[src/rtl/ide_bm_pkg.sv]
// Package: shared constants, status layout and the pointer merge helper
// for the bus-master IDE DMA register block.
// Assumes 32-bit data path with four byte lanes.
package ide_bm_pkg;

    localparam int CH_BYTES      = 8;
    localparam int CH_OFS_W      = $clog2(CH_BYTES);
    localparam int LANE_CMD      = 0;
    localparam int LANE_STAT     = 2;
    localparam int CMD_START_BIT = 0;
    localparam int CMD_DIR_BIT   = 3;
    localparam int ST_ACT_BIT    = 0;
    localparam int ST_ERR_BIT    = 1;
    localparam int ST_IRQ_BIT    = 2;
    localparam int ST_FREE_LO    = 5;
    localparam logic [7:0] PAD_BYTE = 8'hFF;

    // Status byte as software sees it, most significant bit first.
    typedef struct packed {
        logic       rsv7;
        logic [1:0] free;
        logic [1:0] rsv43;
        logic       irq;
        logic       err;
        logic       act;
    } stat_t;

    // Merge byte-enabled write data into the pointer; low two bits stay zero.
    function automatic logic [31:2] ptr_merge(input logic [31:2] old,
                                              input logic [31:0] wd,
                                              input logic [3:0]  be);
        logic [31:0] full;
        full = {old, 2'b00};
        for (int i = 0; i < 4; i++) begin
            if (be[i]) full[8*i +: 8] = wd[8*i +: 8];
        end
        return full[31:2];
    endfunction

endpackage

[src/rtl/ide_bm_chan.sv]
// Module: one channel's command, status and descriptor-pointer registers.
// Assumes ctl_wr / ptr_wr are already decoded to this channel and are
// one-cycle strobes; hardware set pulses override a same-cycle clear.
module ide_bm_chan
    import ide_bm_pkg::*;
(
    input  logic        clk,
    input  logic        rst_n,
    input  logic        ctl_wr,
    input  logic        ptr_wr,
    input  logic [3:0]  be,
    input  logic [31:0] wdata,
    input  logic        hw_active,
    input  logic        hw_err,
    input  logic        hw_irq,
    output logic [7:0]  cmd_byte,
    output logic [7:0]  stat_byte,
    output logic [31:0] ptr,
    output logic        start,
    output logic        dir
);

    logic        start_q, dir_q;
    logic        act_q, err_q, irq_q;
    logic [1:0]  free_q;
    logic [31:2] ptr_q;

    logic        start_d, dir_d, err_d, irq_d;
    logic [1:0]  free_d;
    logic [31:2] ptr_d;
    logic [7:0]  cmd_w, stat_w;
    stat_t       stat_view;

    assign cmd_w  = wdata[8*LANE_CMD  +: 8];
    assign stat_w = wdata[8*LANE_STAT +: 8];

    // Next-state for command, status and pointer from bus and hardware.
    always_comb begin
        start_d = start_q;
        dir_d   = dir_q;
        err_d   = err_q;
        irq_d   = irq_q;
        free_d  = free_q;
        ptr_d   = ptr_q;
        if (ctl_wr && be[LANE_CMD]) begin
            start_d = cmd_w[CMD_START_BIT];
            dir_d   = cmd_w[CMD_DIR_BIT];
        end
        if (ctl_wr && be[LANE_STAT]) begin
            free_d = stat_w[ST_FREE_LO +: 2];
            err_d  = err_q & ~stat_w[ST_ERR_BIT];
            irq_d  = irq_q & ~stat_w[ST_IRQ_BIT];
        end
        if (hw_err) err_d = 1'b1;
        if (hw_irq) irq_d = 1'b1;
        if (ptr_wr) ptr_d = ptr_merge(ptr_q, wdata, be);
    end

    // Register update with synchronous active-low reset.
    always_ff @(posedge clk) begin
        if (!rst_n) begin
            start_q <= 1'b0;
            dir_q   <= 1'b0;
            act_q   <= 1'b0;
            err_q   <= 1'b0;
            irq_q   <= 1'b0;
            free_q  <= 2'b00;
            ptr_q   <= '0;
        end else begin
            start_q <= start_d;
            dir_q   <= dir_d;
            act_q   <= hw_active;
            err_q   <= err_d;
            irq_q   <= irq_d;
            free_q  <= free_d;
            ptr_q   <= ptr_d;
        end
    end

    // Assemble the software view of the status byte.
    always_comb begin
        stat_view       = '0;
        stat_view.act   = act_q;
        stat_view.err   = err_q;
        stat_view.irq   = irq_q;
        stat_view.free  = free_q;
    end

    // Assemble the command byte and drive engine-facing outputs.
    always_comb begin
        cmd_byte                = '0;
        cmd_byte[CMD_START_BIT] = start_q;
        cmd_byte[CMD_DIR_BIT]   = dir_q;
    end

    assign stat_byte = stat_view;
    assign ptr       = {ptr_q, 2'b00};
    assign start     = start_q;
    assign dir       = dir_q;

endmodule

[src/rtl/ide_bm_rdmux.sv]
// Module: registered read-data multiplexer across all channel slices.
// Assumes NUM_CH is a power of two, at least 2; pad lanes return 0xFF.
module ide_bm_rdmux
    import ide_bm_pkg::*;
#(
    parameter int NUM_CH = 2,
    localparam int ADDR_W = $clog2(NUM_CH * CH_BYTES),
    localparam int CH_W   = ADDR_W - CH_OFS_W
) (
    input  logic                  clk,
    input  logic                  rst_n,
    input  logic                  rd,
    input  logic [ADDR_W-1:2]     rd_addr,
    input  logic [NUM_CH*8-1:0]   cmd_all,
    input  logic [NUM_CH*8-1:0]   stat_all,
    input  logic [NUM_CH*32-1:0]  ptr_all,
    output logic [31:0]           rdata
);

    logic [CH_W-1:0] ch_idx;
    logic [31:0]     rd_next;

    assign ch_idx = rd_addr[ADDR_W-1:CH_OFS_W];

    // Select the addressed dword of the addressed channel.
    always_comb begin
        if (rd_addr[2]) begin
            rd_next = ptr_all[int'(ch_idx)*32 +: 32];
        end else begin
            rd_next = {PAD_BYTE, stat_all[int'(ch_idx)*8 +: 8],
                       PAD_BYTE, cmd_all[int'(ch_idx)*8 +: 8]};
        end
    end

    // Capture read data on a read strobe, hold otherwise.
    always_ff @(posedge clk) begin
        if (!rst_n)  rdata <= '0;
        else if (rd) rdata <= rd_next;
    end

endmodule

[src/rtl/ide_bm_regs.sv]
// Module: top of the bus-master IDE DMA register block. Decodes the
// register window into per-channel slices and gathers read data.
// Assumes one access per strobe and NUM_CH a power of two, at least 2.
module ide_bm_regs
    import ide_bm_pkg::*;
#(
    parameter int NUM_CH = 2,
    localparam int ADDR_W = $clog2(NUM_CH * CH_BYTES),
    localparam int CH_W   = ADDR_W - CH_OFS_W
) (
    input  logic                  clk,
    input  logic                  rst_n,
    input  logic [ADDR_W-1:2]     bus_addr,
    input  logic [3:0]            bus_be,
    input  logic [31:0]           bus_wdata,
    input  logic                  bus_wr,
    input  logic                  bus_rd,
    output logic [31:0]           bus_rdata,
    input  logic [NUM_CH-1:0]     dma_active,
    input  logic [NUM_CH-1:0]     err_set,
    input  logic [NUM_CH-1:0]     irq_set,
    output logic [NUM_CH-1:0]     dma_start,
    output logic [NUM_CH-1:0]     dma_dir,
    output logic [NUM_CH*32-1:0]  prd_addr
);

    logic [NUM_CH*8-1:0]  cmd_all;
    logic [NUM_CH*8-1:0]  stat_all;
    logic [NUM_CH*32-1:0] ptr_all;

    // One register slice per channel with its own write decode.
    for (genvar c = 0; c < NUM_CH; c++) begin : g_ch
        logic hit, ctl_wr, ptr_wr;
        assign hit    = (bus_addr[ADDR_W-1:CH_OFS_W] == CH_W'(c));
        assign ctl_wr = bus_wr && hit && !bus_addr[2];
        assign ptr_wr = bus_wr && hit &&  bus_addr[2];

        ide_bm_chan u_chan (
            .clk       (clk),
            .rst_n     (rst_n),
            .ctl_wr    (ctl_wr),
            .ptr_wr    (ptr_wr),
            .be        (bus_be),
            .wdata     (bus_wdata),
            .hw_active (dma_active[c]),
            .hw_err    (err_set[c]),
            .hw_irq    (irq_set[c]),
            .cmd_byte  (cmd_all[c*8 +: 8]),
            .stat_byte (stat_all[c*8 +: 8]),
            .ptr       (ptr_all[c*32 +: 32]),
            .start     (dma_start[c]),
            .dir       (dma_dir[c])
        );
    end

    ide_bm_rdmux #(.NUM_CH(NUM_CH)) u_rdmux (
        .clk      (clk),
        .rst_n    (rst_n),
        .rd       (bus_rd),
        .rd_addr  (bus_addr),
        .cmd_all  (cmd_all),
        .stat_all (stat_all),
        .ptr_all  (ptr_all),
        .rdata    (bus_rdata)
    );

    assign prd_addr = ptr_all;

endmodule

[config.mk]
export PLATFORM = sky130hd
export DESIGN_NAME = ide_bm_regs
export DESIGN_NICKNAME = d
export VERILOG_FILES = /design/src/rtl/ide_bm_pkg.sv /design/src/rtl/ide_bm_chan.sv /design/src/rtl/ide_bm_rdmux.sv /design/src/rtl/ide_bm_regs.sv
export SDC_FILE = /design/constraint.sdc
export NUM_CORES = 1
export LEC_CHECK = 0
export ABC_AREA = 0
export BUFFER_PORTS_ARGS = -buffer_cell sky130_fd_sc_hd__clkbuf_2
export CORE_ASPECT_RATIO = 1.2
export CORE_MARGIN = 1
export CORE_UTILIZATION = 30
export CTS_CLUSTER_DIAMETER = 80
export CTS_CLUSTER_SIZE = 40
export DETAILED_ROUTE_END_ITERATION = 6
export GPL_TIMING_DRIVEN = 0
export MAX_ROUTING_LAYER = met4
export PLACE_DENSITY_LB_ADDON = 0.2
export SLEW_MARGIN = 5
export SYNTH_ARGS = -nofsm -noshare
export SYNTH_HDL_FRONTEND = slang
export SYNTH_SLANG_ARGS = --single-unit
[constraint.sdc]
create_clock -name clk -period 1.5 [get_ports clk]
set_clock_uncertainty 0.15 [all_clocks]
set_input_delay 0.075 -clock clk [delete_from_list [all_inputs] [get_ports clk]]
set_output_delay 0.075 -clock clk [all_outputs]
set_load 0.01 [all_outputs]
==> results.ini <==
[cts]
numCtsBuffers=9
cts_max_level=3
cts_tree=built
clk_path_buf_depth=2
clk_latency_ns=0.36
cts_resized=0
root_buffer=clkbuf_16
cts.sinks=105
path_clk_slew_ns=0.07

[route]
drt-vias-per-instance=4.68
routed_wl_um=14100
drtPass1Iterations=4
drt.antenna.violating_nets=0
wire_per_inst_um=16.0
drt_iter0_drc=127
route.detailed.drc=0
vias=4129

[critical_path]
critPathCaptureType=flop
path_max_fanout=2
path_cells=dlygate4sd3_1, clkbuf_2, o21ai_0, a31oi_1, dlygate4sd3_1
worst-endpoint-arrival_ns=1.50
cpMostUsedCell=dlygate4sd3_1
critPathKind=in -> reg
critical_path.slowest_cell=dlygate4sd3_1
required_ns=1.60
max_stage_delay_ns=0.57
startpoint_type=primary input

[timing]
fin_crit_ns=1.40
fmax_ghz=0.712
setup-tns-final_ns=0
finalMaxSlewViolations=0
maxSlewHeadroom_pct=61.3
worst_slack_ns=0.0951
rsz0062_at_grt=false
setup_viol=0
worst_slew_pin_slew_ns=0.581
finalHoldViolCount=0
post-route-period-util_pct=93.7

[power_and_ir_drop]
p_comb_share_pct=11.2
sw_frac_of_total_pct=23.0
p_int_uw=4940
power_leakage_uw=0.00278
clkPwrFrac_pct=43.2
powerDensity_mw_per_mm2=1020
design_power_total_uw=6420
p_sw_uw=1470
p_seq_share_pct=45.6
ir_drop_mv=0.512

[die]
die_h_um=137
fp-row-count=49
pin_count=148
die_x_um=115
initial_utilization_pct=30.6
coreArea_mm2=0.0150
die-area_mm2=0.0158

[place]
placed_area_mm2=0.00554
dp_slack_ns=-0.0145
hpwl_um=10100
gp_congestion=0.737
port_buffers=137

[finish]
stdcell_area_mm2=0.00632
area_growth_pct=37.8
nNetsFinal=722
post-route-util_pct=42.2
drive_above_1_share_pct=28.3
diodes=0
fill_cells=1555

[synthesis]
async_flop_share_pct=0
ys_ff_latch=105
synth.top_cell.area_share_pct=45.9
yosysMostFrequentCell=dfxtp_1
synth_area_mm2=0.00458
synthCells=480
syn_avg_cell_area_um2=9.55
synth_edf_count=0
ys.flop_type=dfxtp_1
yosysSeqAreaShare_pct=45.9
synthTopCellsByArea=dfxtp_1, mux2i_1, nand2_1, a21boi_0, a31oi_1
yosysTopAreaCell=dfxtp_1
synth_common_cells=dfxtp_1, nand2_1, mux2i_1, a21boi_0
yosys_warnings=0
synth_cell_types=33

[global_routing]
grt_antenna_before_repair=0
groute.usage.overall_pct=18.8
grt_remaining_overflow=0
grt_pass1_wl_um=21300
grt_pass1_vias=3951
grt_max_degree=17

[outcome]
status=finished, final reports clean

[min_path]
hp-class=in -> reg

[job]
cap_violations=0

cell families (layout without fill, tap and decap cells):
group | after synthesis | after routing | synth area share [%]
buffers and inverters | 56 | 251 | 7.81
DFF | 105 | 105 | 45.9
AOI/OAI and AO/OA | 105 | 105 | 15.5
and+or+nand+nor | 158 | 158 | 18.7
other | 1 | 5 | 0.0818
muxes | 55 | 55 | 12.0
timing repair:
item                       in CTS  in global routing
buffers inserted                0                  0
hold buffers                   42                  0
setup endpoints to repair       0                  0
hold endpoints to repair       84                  0
registers in the layout, indices dropped and copies added (netlist names):
register	cells
g_ch.u_chan.act_q	2
g_ch.u_chan.dir	2
g_ch.u_chan.err_q	2
g_ch.u_chan.free_q	4
g_ch.u_chan.irq_q	2
g_ch.u_chan.ptr_q	60
g_ch.u_chan.start	2
u_rdmux.rdata	31
layout by cell type (no fill, tap or decap), types with 5 or more instances in the layout:
cell type	count
inv_1	12
a21boi_0	48
buf_2	11
dlygate4sd3_1	42
dfxtp_1	105
clkbuf_2	137
buf_4	11
nand2_1	101
clkbuf_1	14
o21ai_0	20
mux2i_1	55
buf_6	5
clkbuf_16	9
a31oi_1	20
o221ai_1	6
conb_1	5
o22ai_1	8
nand3b_1	6
and2_1	10
nor2b_1	19
final cells by class:
cell class,count,area [µm²],share of cell area (%)
multi-input cells,323,2140,33.9
flip-flops and latches,105,2100,33.3
repair buffers,179,1110,17.5
plain buffers,44,313,4.95
clock buffers,12,256,4.06
well taps,204,255,4.04
clock inverters,4,98.8,1.56
inverters,12,45.0,0.713
worst max-delay path: cells and delay by family:
| family | cells | cell delay, ns |
|---|---|---|
| AO/OA/AOI/OAI | 2 | 0.21 |
| buffers and inverters | 3 | 1.22 |
per-layer routing:
metal	wire, µm	track usage (%)	vias to the layer above
met5	0	-	-
met4	237	7.14	0
met3	827	4.18	15
met2	6970	31.5	121
met1	6070	22.1	1959
li1	-	-	2034
power by group through the flow:
stage / Combinational [µW] / Sequential, µW / Clock, µW
finish: 717 / 2930 / 2770
global route: 783 / 2940 / 2970
CTS: 724 / 2930 / 2840
detailed placement: 633 / 2990 / 0
global placement: 625 / 2990 / 0
floorplan: 335 / 3010 / 0
final timing paths:
path,startpoint,endpoint,slack (ns),cells after the start
worst min register to register,g_ch[1].u_chan.free_q[1],g_ch[1].u_chan.free_q[1],0.32,2
worst max-delay path,irq_set[0],g_ch[0].u_chan.irq_q,0.1,5
worst max register to register,g_ch[0].u_chan.irq_q,g_ch[0].u_chan.irq_q,0.13,3
worst min-delay path,rst_n,g_ch[0].u_chan.ptr_q[12],0.04,2
stage by stage:
step           std cells  hold slack [ns]
2_1_floorplan        484           0.0254
3_3_place_gp         825            0.153
3_5_place_dp         825            0.151
4_1_cts              883           0.0420
5_1_grt              883           0.0652
6_report             883           0.0402
Power figures use the tool's default switching activity.
